[config.mk]
export PLATFORM = sky130hd
export DESIGN_NAME = msw_top
export DESIGN_NICKNAME = d
export VERILOG_FILES = /design/src/rtl/msw_pkg.sv /design/src/rtl/msw_regs.sv /design/src/rtl/msw_tick.sv /design/src/rtl/msw_count.sv /design/src/rtl/msw_top.sv
export SDC_FILE = /design/constraint.sdc
export NUM_CORES = 1
export LEC_CHECK = 0
export ABC_CLOCK_PERIOD_IN_PS = 4100
export BUFFER_PORTS_ARGS = -buffer_cell sky130_fd_sc_hd__buf_2
export CORE_MARGIN = 2
export CORE_UTILIZATION = 46
export CTS_CLUSTER_SIZE = 14
export DETAILED_ROUTE_END_ITERATION = 16
export PLACE_DENSITY = 0.7
export SLEW_MARGIN = 20
export SYNTH_ARGS = -nofsm -noshare
export SYNTH_HDL_FRONTEND = slang
export SYNTH_SLANG_ARGS = --single-unit
[constraint.sdc]
create_clock -name clk -period 4.1 [get_ports clk]
set_input_delay 0.82 -clock clk [delete_from_list [all_inputs] [get_ports clk]]
set_output_delay 0.82 -clock clk [all_outputs]
set_load 0.01 [all_outputs]
[src/rtl/msw_pkg.sv]
// Package: register addresses and bit positions shared by the watchdog
// modules, plus the decoded-write struct passed from the register file.
package msw_pkg;
    localparam logic [4:0] ADDR_CFG = 5'h00;
    localparam logic [4:0] ADDR_STS = 5'h04;
    localparam logic [4:0] ADDR_CMD = 5'h08;
    localparam logic [4:0] ADDR_KEY = 5'h0C;
    localparam logic [4:0] ADDR_TMR = 5'h10;

    localparam int CFG_PER_LSB  = 4;
    localparam int CFG_IRQ_BIT  = 12;
    localparam int CFG_RST_BIT  = 15;
    localparam int STS_EXP_LSB  = 12;
    localparam int CMD_GO_BIT   = 0;
    localparam int CMD_HALT_BIT = 1;
    localparam int TMR_EN_BIT   = 31;
    localparam int TMR_AUTO_BIT = 30;

    localparam logic [15:0] KEY_WORD = 16'hC45A;

    typedef struct packed {
        logic wr_cfg;
        logic wr_cmd;
        logic wr_key;
        logic wr_tmr;
    } bus_dec_t;
endpackage

[src/rtl/msw_regs.sv]
// Register file: decodes writes, holds the config and timer words and the
// stop key. Assumes one write per cycle and the addresses in msw_pkg.
module msw_regs
    import msw_pkg::*;
#(
    parameter int TMR_W = 24
) (
    input  logic             clk,
    input  logic             rst_n,
    input  logic             bus_wr,
    input  logic [4:0]       bus_addr,
    input  logic [31:0]      bus_wdata,
    output bus_dec_t         dec,
    output logic [15:0]      cfg_q,
    output logic [TMR_W-1:0] tmr_per,
    output logic             tmr_en,
    output logic             tmr_auto,
    output logic             key_armed
);
    // Decode the write strobe into one flag per register.
    always_comb begin
        dec.wr_cfg = bus_wr && (bus_addr == ADDR_CFG);
        dec.wr_cmd = bus_wr && (bus_addr == ADDR_CMD);
        dec.wr_key = bus_wr && (bus_addr == ADDR_KEY);
        dec.wr_tmr = bus_wr && (bus_addr == ADDR_TMR);
    end

    // Hold the config and timer words.
    always_ff @(posedge clk) begin
        if (!rst_n) begin
            cfg_q    <= '0;
            tmr_per  <= '0;
            tmr_en   <= 1'b0;
            tmr_auto <= 1'b0;
        end else begin
            if (dec.wr_cfg) cfg_q <= bus_wdata[15:0];
            if (dec.wr_tmr) begin
                tmr_per  <= bus_wdata[TMR_W-1:0];
                tmr_en   <= bus_wdata[TMR_EN_BIT];
                tmr_auto <= bus_wdata[TMR_AUTO_BIT];
            end
        end
    end

    // Arm the stop key on the exact word; any command write uses it up.
    always_ff @(posedge clk) begin
        if (!rst_n)
            key_armed <= 1'b0;
        else if (dec.wr_cmd)
            key_armed <= 1'b0;
        else if (dec.wr_key)
            key_armed <= (bus_wdata[15:0] == KEY_WORD);
    end
endmodule

[src/rtl/msw_tick.sv]
// Tick timer: divides the 1 MHz enable by a programmed divisor and gives
// one-cycle ticks. Single-shot mode fires once per write of the timer word.
// Assumes a divisor of zero means no ticks.
module msw_tick #(
    parameter int TMR_W = 24
) (
    input  logic             clk,
    input  logic             rst_n,
    input  logic             us_tick_en,
    input  logic             reload,
    input  logic             en,
    input  logic             auto,
    input  logic [TMR_W-1:0] per,
    output logic             tick
);
    logic [TMR_W-1:0] acc;
    logic             spent;
    logic             active;

    // Tick when the pulse count reaches the divisor.
    always_comb begin
        active = en && !spent && !reload && (per != '0);
        tick   = active && us_tick_en && (acc >= per - 1'b1);
    end

    // Count enable pulses; restart on a write to the timer word.
    always_ff @(posedge clk) begin
        if (!rst_n) begin
            acc   <= '0;
            spent <= 1'b0;
        end else if (reload) begin
            acc   <= '0;
            spent <= 1'b0;
        end else if (active && us_tick_en) begin
            if (tick) begin
                acc   <= '0;
                spent <= !auto;
            end else begin
                acc <= acc + 1'b1;
            end
        end
    end
endmodule

[src/rtl/msw_count.sv]
// Countdown and expiry tracking: reloads on each expiry, raises the
// interrupt on the first one and the reset request on the last stage.
// Assumes go and halt are never both high (the top qualifies them).
module msw_count #(
    parameter int PER_W  = 8,
    parameter int STAGES = 4,
    localparam int EXP_W = $clog2(STAGES)
) (
    input  logic             clk,
    input  logic             rst_n,
    input  logic             tick,
    input  logic             go,
    input  logic             halt,
    input  logic [PER_W-1:0] period,
    input  logic             irq_en,
    input  logic             rst_en,
    output logic [PER_W-1:0] count,
    output logic [EXP_W-1:0] expiries,
    output logic             run,
    output logic             irq,
    output logic             sys_rst
);
    localparam logic [EXP_W-1:0] LAST = EXP_W'(STAGES - 1);

    logic expire;

    // An expiry happens on a tick while the count stands at one (or zero).
    always_comb expire = run && tick && (count <= PER_W'(1));

    // Sequence commands, countdown, expiries and the two outputs.
    always_ff @(posedge clk) begin
        if (!rst_n) begin
            count    <= '0;
            expiries <= '0;
            run      <= 1'b0;
            irq      <= 1'b0;
            sys_rst  <= 1'b0;
        end else if (halt) begin
            run     <= 1'b0;
            sys_rst <= 1'b0;
        end else if (go) begin
            run      <= 1'b1;
            count    <= period;
            expiries <= '0;
            irq      <= 1'b0;
        end else if (expire) begin
            count <= period;
            if (expiries == LAST)
                sys_rst <= sys_rst | rst_en;
            else
                expiries <= expiries + 1'b1;
            if (expiries == '0 && irq_en)
                irq <= 1'b1;
        end else if (run && tick) begin
            count <= count - 1'b1;
        end
    end
endmodule

[src/rtl/msw_top.sv]
// Top level: wires the register file, tick timer and countdown together,
// qualifies start/stop commands and builds the read word.
// Assumes PER_W <= 8 and a 2-bit expiry field (STAGES = 4) for the layout.
module msw_top
    import msw_pkg::*;
#(
    parameter int TMR_W  = 24,
    parameter int PER_W  = 8,
    parameter int STAGES = 4
) (
    input  logic        clk,
    input  logic        rst_n,
    input  logic        us_tick_en,
    input  logic        bus_wr,
    input  logic [4:0]  bus_addr,
    input  logic [31:0] bus_wdata,
    output logic [31:0] bus_rdata,
    output logic        wdt_irq,
    output logic        wdt_sys_rst
);
    localparam int EXP_W = $clog2(STAGES);

    bus_dec_t         dec;
    logic [15:0]      cfg_q;
    logic [TMR_W-1:0] tmr_per;
    logic             tmr_en;
    logic             tmr_auto;
    logic             key_armed;
    logic             tick;
    logic             go;
    logic             halt;
    logic [PER_W-1:0] wd_count;
    logic [EXP_W-1:0] wd_exp;
    logic             wd_run;

    msw_regs #(.TMR_W(TMR_W)) u_regs (
        .clk(clk), .rst_n(rst_n), .bus_wr(bus_wr), .bus_addr(bus_addr),
        .bus_wdata(bus_wdata), .dec(dec), .cfg_q(cfg_q), .tmr_per(tmr_per),
        .tmr_en(tmr_en), .tmr_auto(tmr_auto), .key_armed(key_armed)
    );

    msw_tick #(.TMR_W(TMR_W)) u_tick (
        .clk(clk), .rst_n(rst_n), .us_tick_en(us_tick_en),
        .reload(dec.wr_tmr), .en(tmr_en), .auto(tmr_auto),
        .per(tmr_per), .tick(tick)
    );

    // A keyed stop takes priority over a start in the same word.
    always_comb begin
        halt = dec.wr_cmd && bus_wdata[CMD_HALT_BIT] && key_armed;
        go   = dec.wr_cmd && bus_wdata[CMD_GO_BIT] && !halt;
    end

    msw_count #(.PER_W(PER_W), .STAGES(STAGES)) u_count (
        .clk(clk), .rst_n(rst_n), .tick(tick), .go(go), .halt(halt),
        .period(cfg_q[CFG_PER_LSB +: PER_W]),
        .irq_en(cfg_q[CFG_IRQ_BIT]), .rst_en(cfg_q[CFG_RST_BIT]),
        .count(wd_count), .expiries(wd_exp), .run(wd_run),
        .irq(wdt_irq), .sys_rst(wdt_sys_rst)
    );

    // Build the read word for the addressed register.
    always_comb begin
        bus_rdata = '0;
        case (bus_addr)
            ADDR_CFG: bus_rdata[15:0] = cfg_q;
            ADDR_STS: begin
                bus_rdata[CFG_PER_LSB +: PER_W] = wd_count;
                bus_rdata[STS_EXP_LSB +: EXP_W] = wd_exp;
            end
            ADDR_TMR: begin
                bus_rdata[TMR_W-1:0]   = tmr_per;
                bus_rdata[TMR_EN_BIT]   = tmr_en;
                bus_rdata[TMR_AUTO_BIT] = tmr_auto;
            end
            default: bus_rdata = '0;
        endcase
    end
endmodule

==> run metrics, run 1 <==
status completed; total track usage 22.0%; largest net degree at the start of global routing 64; vias per cell 5.39; actual slew at the worst max-slew pin 0.964 ns; Cell Area, Synth 5000 sq um; Switch Pwr 0.000405 W; final cell utilization of the core 55.6%; GP Congestion 0.878; placed standard-cell area 5570 sq um; Worst EP arrival 4.26 ns; Hold EP u_regs.cfg_q[13]; worst skew pair latency 0.38 ns; core region area 10700 sq um; Syn Inst Count 618; Max Fclk 252 MHz; sequential power share 47.1%; P_int 0.00128 W; Finished Cell Area 5950 sq um; CTS H-tree depth 3; Synth top area share 32.4%; final HPWL from detailed placement 9370 um; main flop type after synthesis dfxtp_1; Root Driver clkbuf_8; critical path peak fanout 7; Max Cap Violations 0; IO Count 75; sequential fraction of the synthesis area 32.4%; Starting DRT DRC Count 164; clock power share 44.2%; worst hold-check path type flop to flop; logic gate share of total power 8.7%; Worst Clk Skew 0.0137 ns; die height 108 um; Worst Hold Launch u_regs.cfg_q[13]; CTS tree yes; Initial Utilization 46.7%; Rows 38; first-pass GRT wire length 20300 um; Slew headroom 35.7%; Num CTS Buffers 9; vias in the first global route 4371; Startpoint Class flop; wire per inst 15.1 um; fin. max-slew vios 0; Yosys reg bits 81; clk buf depth 2; number of flops mapped to enable cells by yosys 0; Clock Sinks 81; peak supply drop 0.170 mV; Sw Share 24.1%; Synth cell types 67; asr flop ratio synth 0%; most frequent cells after synthesis 127 x nand2_1, 81 x dfxtp_1, 51 x nor2_1, 43 x a21boi_0, 30 x ha_1; Final period util 96.9%; WHS Path Cells 2; post-route antenna net violation count 0; DRT Pass-1 Iters 4; Layout Nets 766; GRT overflow 0; ranking of synthesized cells by area dfxtp_1 32%, nand2_1 9.5%, ha_1 7.5%; Crit. End Element flop; Tmin final 3.97 ns; top-count cell post-synth nand2_1; Setup-failing EPs final 0; share of layout cells above drive strength 1 20.6%; final wirelength 12700 um; hold slack final 0.473 ns; DR DRC count 0; syn_area_per_cell 8.09 sq um; Yosys warnings 0; via count 4527; hold_buf cts 0; critical path class flop to flop; FF-to-FF End u_count.count[3]; Worst R2R Setup Slack 0.13 ns; Filler cells 997; Pleak 2.58 nW; initial antenna violation count 0; Area Overhead vs Synth 19.0%; Fin. Hold Viols 0; Clock Pin Slew Worst Setup and Hold Paths 0.10 ns; Die X 108 um; Worst Reg-to-Reg Cells 17; # port buffers 62; Die ar. 11700 sq um; Worst Path Required 4.38 ns; diodes inserted 0; PwrDens 283 nW/um^2; post-synth top area cell dfxtp_1; worst r2r src u_regs.tmr_per[2]
## cell usage in the layout, fill, tap and decap left out, drive strengths merged, types with 15 or more instances in the layout
cell and count:
a21oi 18, buf 92, dfxtp 81, ha 30
mux2i 15, xor2 18, nand2 128, nor2 51
a21boi 43, o21ai 16, inv 18, xnor2 27
## per-stage QoR
step | power [W] | std cells | worst slack [ns] | setup TNS [ns]
2_1_floorplan | 0.000903 | 623 | 0.105 | 0
3_3_place_gp | 0.000951 | 819 | 0.0740 | 0
3_5_place_dp | 0.000954 | 819 | -0.0453 | -0.0753
4_1_cts | 0.00169 | 835 | 0.00704 | 0
5_1_grt | 0.00174 | 840 | -0.0187 | -0.0630
6_report | 0.00168 | 840 | 0.127 | 0
## final cells by class
cell class                 count  area [sq um]  share of cell area [%]
timing repair buffer          93           589                    9.90
inverter                      17          63.8                    1.07
clock inverter                 6           114                    1.91
sequential                    81          1620                    27.3
tap                          140           175                    2.94
multi-input combinational    493          3250                    54.6
clock buffer                  10           138                    2.31
## critical path: stages, from the launching register on
cell and delay (ns):
dfxtp_2 0.33, or3_4 0.39, or4_4 0.45, nor3_4 0.15
nand2b_1 0.11, nor2_2 0.14, nand3b_1 0.11, xor2_1 0.15
ha_1 0.29, nand4_1 0.20, nor4_4 0.35, nand4_1 0.15
o2111ai_2 0.21, buf_6 0.16, a31oi_4 0.12, buf_12 0.18
o21a_1 0.16, o221a_1 0.21
## logic make-up after synthesis
kind of cell	Yosys count	synth area share (%)
fa+ha+maj	30	7.51
mux	15	3.00
other cells	1	0.0750
buf+inv	49	4.48
compound gates	108	15.7
simple gates	289	28.9
xor+xnor	45	7.88
flops	81	32.4
## registers in the layout, summed over array words and instances, names as in the netlist
| register | flops |
|---|---|
| u_regs.tmr_en | 1 |
| u_tick.spent | 1 |
| u_count.sys_rst | 1 |
| u_regs.tmr_per | 24 |
| u_count.expiries | 2 |
| u_count.count | 8 |
| u_count.run | 1 |
| u_regs.cfg_q | 16 |
| u_tick.acc | 24 |
| u_regs.tmr_auto | 1 |
| u_regs.key_armed | 1 |
| u_count.irq | 1 |
## routing by layer
layer / wire [um] / up-vias / GRT usage (%)
met2: 6310 / 67 / 37.9
met4: 311 / 0 / 10.7
met3: 285 / 22 / 2.59
met1: 5760 / 2156 / 27.2
li1: - / 2282 / -
met5: 0 / - / 0
## worst max-delay path by stage
stage | start | to | depth (start not counted)
floorplan | u_regs.tmr_per[2] | u_count.expiries[1] | 16
global route | u_regs.tmr_per[2] | u_count.count[4] | 18
finish | u_regs.tmr_per[2] | u_count.count[3] | 17
global placement | u_regs.tmr_per[2] | u_count.expiries[1] | 16
CTS | u_regs.tmr_per[2] | u_count.expiries[1] | 16
detailed placement | u_regs.tmr_per[2] | u_count.expiries[1] | 16
## timing repair
item                       in CTS  in global routing
gates resized for setup         1                 14
pin swaps                       1                  5
gates cloned                    0                  1
setup endpoints to repair       5                 12
buffers inserted                0                  4
## power by group through the flow
stage | logic [W] | registers [W] | clock network, W
after floorplan | 0.0000916 | 0.000811 | 0
after global placement | 0.000139 | 0.000812 | 0
after detailed placement | 0.000142 | 0.000812 | 0
after CTS | 0.000143 | 0.000793 | 0.000752
after global routing | 0.000163 | 0.000794 | 0.000782
final | 0.000147 | 0.000793 | 0.000743
(Power assumes the default switching activity.)
==> run 2, diff against run 1 <==
==> constraint.sdc (replaced) <==
create_clock -name clk -period 4.1 [get_ports clk]
set_input_delay 0.41 -clock clk [delete_from_list [all_inputs] [get_ports clk]]
set_output_delay 0.41 -clock clk [all_outputs]
set_load 0.01 [all_outputs]
==> run 2 against run 1 <==
Combinational power about the same. Power decreased by 4.8%. Sequential share of layout area increased by 0.58 points. Design area decreased by 2.1%.
==> run metrics, run 2 (synthesis gave the netlist of run 1 again) <==
status completed (unchanged); via count 4512 (was 4527); vias in the first global route 4338 (was 4371); hold_buf cts 0 (unchanged); post-route antenna net violation count 0 (unchanged); wire per inst 15.2 um (was 15.1 um); Die X 108 um (unchanged); Finished Cell Area 5820 sq um (was 5950 sq um); final wirelength 12700 um (about the same); Worst Reg-to-Reg Cells 17 (unchanged); Setup-failing EPs final 0 (unchanged); DRT Pass-1 Iters 4 (unchanged); Root Driver clkbuf_8 (unchanged); commonest non-fill, non-tap cell in the layout nand2_1 (unchanged); Pleak 2.52 nW (was 2.58 nW); FF-to-FF End u_count.count[6] (was u_count.count[3]); die height 108 um (unchanged); critical path peak fanout 9 (was 7); Starting DRT DRC Count 162 (was 164); worst r2r src u_regs.tmr_per[2] (unchanged); core region area 10700 sq um (unchanged); critical path class flop to flop (unchanged); Die ar. 11700 sq um (unchanged); IO Count 75 (unchanged); actual slew at the worst max-slew pin 0.997 ns (was 0.964 ns); Crit. End Element flop (unchanged); Tmin final 3.94 ns (was 3.97 ns); total track usage 22.5% (was 22.0%); Worst Path Required 4.38 ns (about the same); diodes inserted 0 (unchanged); Rows 38 (unchanged); RSZ-0062 raised after global routing true; initial antenna violation count 0 (unchanged); CTS tree yes (unchanged); placed standard-cell area 5550 sq um (was 5570 sq um); Final period util 96.1% (was 96.9%); Clock Pin Slew Worst Setup and Hold Paths 0.08 ns (was 0.10 ns); DR DRC count 0 (unchanged); Initial Utilization 46.7% (unchanged); GP Congestion 0.879 (was 0.878); Layout Nets 761 (was 766); # port buffers 62 (unchanged); GRT overflow 0 (unchanged); Worst R2R Setup Slack 0.16 ns (was 0.13 ns); pre-CTS setup slack 0.0247 ns (was -0.0453 ns); fin. max-slew vios 0 (unchanged); clk buf depth 2 (unchanged); vias per cell 5.40 (was 5.39); commonest cells after routing, fill and taps aside 127 x nand2_1, 81 x dfxtp_1, 62 x buf_2 (was 127 x nand2_1, 80 x dfxtp_1, 62 x buf_2); Max Fclk 254 MHz (was 252 MHz); final cell utilization of the core 54.4% (was 55.6%); first-pass GRT wire length 20600 um (was 20300 um); Num CTS Buffers 9 (unchanged); Area Overhead vs Synth 16.5% (was 19.0%); worst hold-check path type primary input to flop (was flop to flop); Max Cap Violations 0 (unchanged); Final WS setup 0.160 ns (was 0.127 ns); peak supply drop 0.222 mV (was 0.170 mV); Clock Sinks 81 (unchanged); Worst EP arrival 4.22 ns (was 4.26 ns); share of layout cells above drive strength 1 19.3% (was 20.6%); Worst Clk Skew 0.00663 ns (was 0.0137 ns); worst skew pair latency 0.38 ns (about the same); Worst Setup SP u_regs.tmr_per[2] (unchanged); CTS H-tree depth 3 (unchanged); final HPWL from detailed placement 9570 um (was 9370 um); Slew headroom 33.6% (was 35.7%); setup TNS 0 ns (unchanged); Startpoint Class flop (unchanged); Fin. Hold Viols 0 (unchanged); PwrDens 275 nW/um^2 (was 283 nW/um^2); Top Registers u_regs.tmr_per x24, u_tick.acc x24, u_regs.cfg_q x16 (unchanged); largest net degree at the start of global routing 64 (unchanged); crit path to u_count.count[6] (was u_count.count[3])
## run 2: repair_timing
item,in CTS,in global routing
cloned,0,0
setup endpoints to repair,2,36
resized for setup,0,9
pin swaps,1,1
buffers inserted,0,1
## run 2: area by class of cell
type	count	area (sq um)
fill	981	4870
tap	140	175
timing repair buffer	88	522
inverter	17	63.8
multi-input combinational	493	3220
clock inverter	5	78.8
sequential	81	1620
clock buffer	11	141
## run 2: where the power goes
group / switching, W / internal (W) / leakage (nW) / total, W
Clock: 0.000305 / 0.000359 / 0.113 / 0.000664
Sequential: 0.00000393 / 0.000789 / 0.653 / 0.000793
Combinational: 0.0000820 / 0.0000633 / 1.76 / 0.000145
Total: 0.000391 / 0.00121 / 2.52 / 0.00160
## run 2: metrics by stage
step                      cells  hold slack [ns]  power (W)
final                       835            0.274    0.00160
after detailed placement    818            0.465   0.000954
after CTS                   834            0.270    0.00161
after global placement      818            0.454   0.000949
after floorplan             623            0.443   0.000903
after global routing        835            0.285    0.00166
## run 2: how the worst min path moves through the flow
stage                     cells past startpoint            endpoint             start  slack [ns]
after floorplan                               2    u_regs.cfg_q[13]  u_regs.cfg_q[13]        0.44
after global placement                        2    u_regs.cfg_q[14]  u_regs.cfg_q[14]        0.45
after detailed placement                      2     u_regs.cfg_q[3]   u_regs.cfg_q[3]        0.46
after CTS                                     3  u_regs.tmr_per[21]     bus_wdata[21]        0.27
after global routing                          3  u_regs.tmr_per[23]     bus_wdata[23]        0.29
final                                         3  u_regs.tmr_per[20]     bus_wdata[20]        0.27
## run 2: worst max-delay path, cell delays in order (launching register included)
cell,delay (ns)
dfxtp_1,0.31
or3_1,0.39
or4_4,0.47
nor3_4,0.14
nand2b_1,0.11
nor2_2,0.14
nand2_1,0.08
xor2_1,0.15
ha_1,0.33
nand4_2,0.16
nor4_4,0.33
nand4_1,0.14
o2111ai_2,0.21
buf_6,0.16
a31oi_2,0.10
buf_4,0.20
o21a_1,0.18
o221a_1,0.23
## run 2: metal layers
metal,up-vias,wire [um],track usage (%)
met1,2121,5560,27.5
met3,24,429,4.04
met5,-,0,0
li1,2281,-,-
met2,86,6410,38.1
met4,0,320,11.0
==> run 3, diff against run 2 <==
Settings changed: ABC_AREA set to 1, SETUP_SLACK_MARGIN set to 0.4.
==> run 3 against run 2 <==
Core utilization decreased by 0.57 points. Synthesized cell count increased by 22%. Sequential share of layout area decreased by 0.32 points. Power increased by 8.5%. Worst hold slack improved by 0.044 ns. Clock skew increased by 0.0027 ns. Synthesized area increased by 4.3%. Critical path depth increased by 3. Non-clock buffer count decreased by 22. Die area increased by 4.1%.
==> run metrics, run 3 <==
Worst Clk Skew 0.00929 ns (was 0.00663 ns); DR DRC count 0 (unchanged); Yosys warnings 0 (unchanged); via count 4984 (was 4512); post-synthesis xor/xnor area fraction 5.71% (was 7.88%); P_int 0.00127 W (was 0.00121 W); Synth cell types 48 (was 67); Clock Pin Slew Worst Setup and Hold Paths 0.07 ns (was 0.08 ns); number of flops mapped to enable cells by yosys 0 (unchanged); clk buf depth 2 (unchanged); hold_buf cts 0 (unchanged); vias per cell 5.22 (was 5.40); post-synth top area cell dfxtp_1 (unchanged); asr flop ratio synth 0% (unchanged); worst skew pair latency 0.34 ns (was 0.38 ns); Cell Area, Synth 5210 sq um (was 5000 sq um); post-route antenna net violation count 0 (unchanged); Max Fclk 297 MHz (was 254 MHz); wire per inst 13.7 um (was 15.2 um); commonest cells after routing, fill and taps aside 131 x nand2_1, 116 x nor2_1, 92 x inv_1 (was 127 x nand2_1, 81 x dfxtp_1, 62 x buf_2); Filler cells 1081 (was 981); Finished Layout Cells 955 (was 835); Crit. End Element flop (unchanged); Slew headroom 38.2% (was 33.6%); ranking of synthesized cells by area dfxtp_1 31%, nand2_1 9.5%, nor2_1 8.4% (was dfxtp_1 32%, nand2_1 9.5%, ha_1 7.5%); Layout Nets 881 (was 761); Setup-failing EPs final 0 (unchanged); CTS H-tree depth 3 (unchanged); CTS tree yes (unchanged); Post-Synth Simple-Gate Area 32.1% (was 28.9%); Worst Setup SP u_regs.tmr_per[4] (was u_regs.tmr_per[2]); Starting DRT DRC Count 241 (was 162); Die X 110 um (was 108 um); total track usage 21.6% (was 22.5%); Worst R2R Setup Slack 0.73 ns (was 0.16 ns); WHS Path Cells 3 (unchanged); RSZ-0062 raised after global routing false (was true); Startpoint Class flop (unchanged); core region area 10900 sq um (was 10700 sq um); setup TNS 0 ns (unchanged); vias in the first global route 4792 (was 4338); IO Count 75 (unchanged); Rows 38 (unchanged); Worst Path Required 4.34 ns (was 4.38 ns); final wirelength 13100 um (was 12700 um); Worst EP arrival 3.62 ns (was 4.22 ns); diodes inserted 0 (unchanged); Top Registers u_regs.tmr_per x24, u_tick.acc x24, u_regs.cfg_q x16 (unchanged); DRT Pass-1 Iters 5 (was 4); largest family of logic cells by synthesized area simple AND/OR/NAND/NOR gates (unchanged); Pleak 2.89 nW (was 2.52 nW); largest net degree at the start of global routing 55 (was 64); sequential fraction of the synthesis area 31.1% (was 32.4%); Placed Cells 939 (was 818); critical path peak fanout 11 (was 9); Worst Hold Launch bus_wdata[14] (was bus_wdata[20]); Yosys reg bits 81 (unchanged); final HPWL from detailed placement 10000 um (was 9570 um); top-count cell post-synth nand2_1 (unchanged); fin. max-slew vios 0 (unchanged); worst hold-check path type primary input to flop (unchanged); share of layout cells above drive strength 1 15.3% (was 19.3%); clock power share 44.1% (was 41.4%); initial antenna violation count 0 (unchanged); Area Overhead vs Synth 13.0% (was 16.5%); Sw Share 26.7% (was 24.4%); main flop type after synthesis dfxtp_1 (unchanged); sequential power share 45.9% (was 49.5%); Max Cap Violations 0 (unchanged); logic gate share of total power 10.0% (was 9.1%); Worst Reg-to-Reg Cells 20 (was 17); first-pass GRT wire length 22200 um (was 20600 um); Syn Inst Count 756 (was 618); Seq. cell area 1620 sq um (unchanged); Tmin final 3.37 ns (was 3.94 ns); Multi-input gate area 3110 sq um (was 3220 sq um); Hold EP u_regs.cfg_q[14] (was u_regs.tmr_per[20]); Clock Sinks 81 (unchanged); Num CTS Buffers 9 (unchanged); most frequent cells after synthesis 132 x nand2_1, 116 x nor2_1, 92 x inv_1, 81 x dfxtp_1, 52 x o21ai_0 (was 127 x nand2_1, 81 x dfxtp_1, 51 x nor2_1, 43 x a21boi_0, 30 x ha_1); FF-to-FF End u_count.count[2] (was u_count.count[6]); syn_area_per_cell 6.89 sq um (was 8.09 sq um); Die ar. 12200 sq um (was 11700 sq um); multiplexer area fraction after synthesis 0% (was 3.00%); actual slew at the worst max-slew pin 0.920 ns (was 0.997 ns); die height 110 um (was 108 um); # port buffers 62 (unchanged); critical path class flop to flop (unchanged); commonest non-fill, non-tap cell in the layout nand2_1 (unchanged); Root Driver clkbuf_16 (was clkbuf_8); GRT overflow 0 (unchanged); Fin. Hold Viols 0 (unchanged); GP Congestion 0.903 (was 0.879); Final period util 82.2% (was 96.1%); Synth Area in Adders 7.20% (was 7.51%); area fraction in compound gates after synthesis 13.9% (was 15.7%); Synth top area share 31.1% (was 32.4%); status completed (unchanged); peak supply drop 0.235 mV (was 0.222 mV); worst r2r src u_regs.tmr_per[4] (was u_regs.tmr_per[2]); Switch Pwr 0.000463 W (was 0.000391 W); PwrDens 295 nW/um^2 (was 275 nW/um^2); Initial Utilization 47.7% (was 46.7%)
-- run 3: how the worst max path moves through the flow --
| stage | to | cells past startpoint |
|---|---|---|
| detailed placement | u_count.expiries[0] | 19 |
| global placement | u_count.expiries[0] | 19 |
| finish | u_count.count[2] | 20 |
| CTS | u_count.expiries[1] | 19 |
| global route | u_tick.acc[12] | 19 |
| floorplan | u_count.expiries[0] | 20 |
-- run 3: layout make-up --
class,instances,area share [%]
Clock inverter,6,0.850
Multi-Input combinational cell,556,52.8
Tap cell,140,2.97
Inverter,96,6.14
Timing Repair Buffer,66,5.78
Sequential cell,81,27.5
Clock buffer,10,3.89
-- run 3: metrics by stage --
step	power, W	setup WS (ns)	hold slack, ns	cell area, sq um	util, %
2_1_floorplan	0.000937	1.19	0.434	5230	-
3_3_place_gp	0.000980	0.588	0.434	5590	51.1
3_5_place_dp	0.000986	0.537	0.450	5590	51.1
4_1_cts	0.00175	0.508	0.313	5870	53.7
5_1_grt	0.00181	0.406	0.342	5890	53.9
6_report	0.00174	0.728	0.318	5890	53.9
-- run 3: power by group through the flow --
| stage | Combinational, W | Sequential (W) | Clock [W] |
|---|---|---|---|
| detailed placement | 0.000171 | 0.000816 | 0 |
| finish | 0.000173 | 0.000798 | 0.000767 |
| CTS | 0.000172 | 0.000798 | 0.000777 |
| global route | 0.000198 | 0.000798 | 0.000812 |
| floorplan | 0.000123 | 0.000814 | 0 |
| global placement | 0.000164 | 0.000816 | 0 |
-- run 3: cell families after synthesis --
kind of cell / count (synthesis)
AND/OR/NAND/NOR: 356
AO/OA/AOI/OAI: 130
buffers and inverters: 124
flip-flops: 81
XOR/XNOR: 34
adder cells (fa/ha/maj): 30
other: 1
-- run 3: repair_timing --
item                                    4_1_cts  5_1_grt
endpoints found under the setup margin        0       19
buffers inserted                              0        0
gates resized for setup                       0        4
hold endpoints to repair                      0        0
-- run 3: per-layer routing --
metal	routed length, um	vias up	global-route usage, %	part of all wire (%)
li1	-	2558	-	-
met1	5770	2281	26.7	44
met2	6480	123	37.5	49
met3	631	22	4.39	4.8
met4	244	0	7.00	1.9
met5	0	-	0	0
-- run 3: critical path: stages (launching register included) --
cell and delay (ns):
dfxtp_1 0.38, nor2_1 0.16, nand3_1 0.14, nor2_1 0.21, nand2_1 0.14, nor3_1 0.27, nand4_1 0.16, xor2_1 0.18
ha_1 0.29, nand2_1 0.07, nor2_1 0.14, nand3_1 0.13, nor2_1 0.12, nand2_1 0.07, nand2_2 0.17, nand4_2 0.13
buf_4 0.21, nand3_1 0.07, nand3_1 0.10, nand2_1 0.07, inv_1 0.04
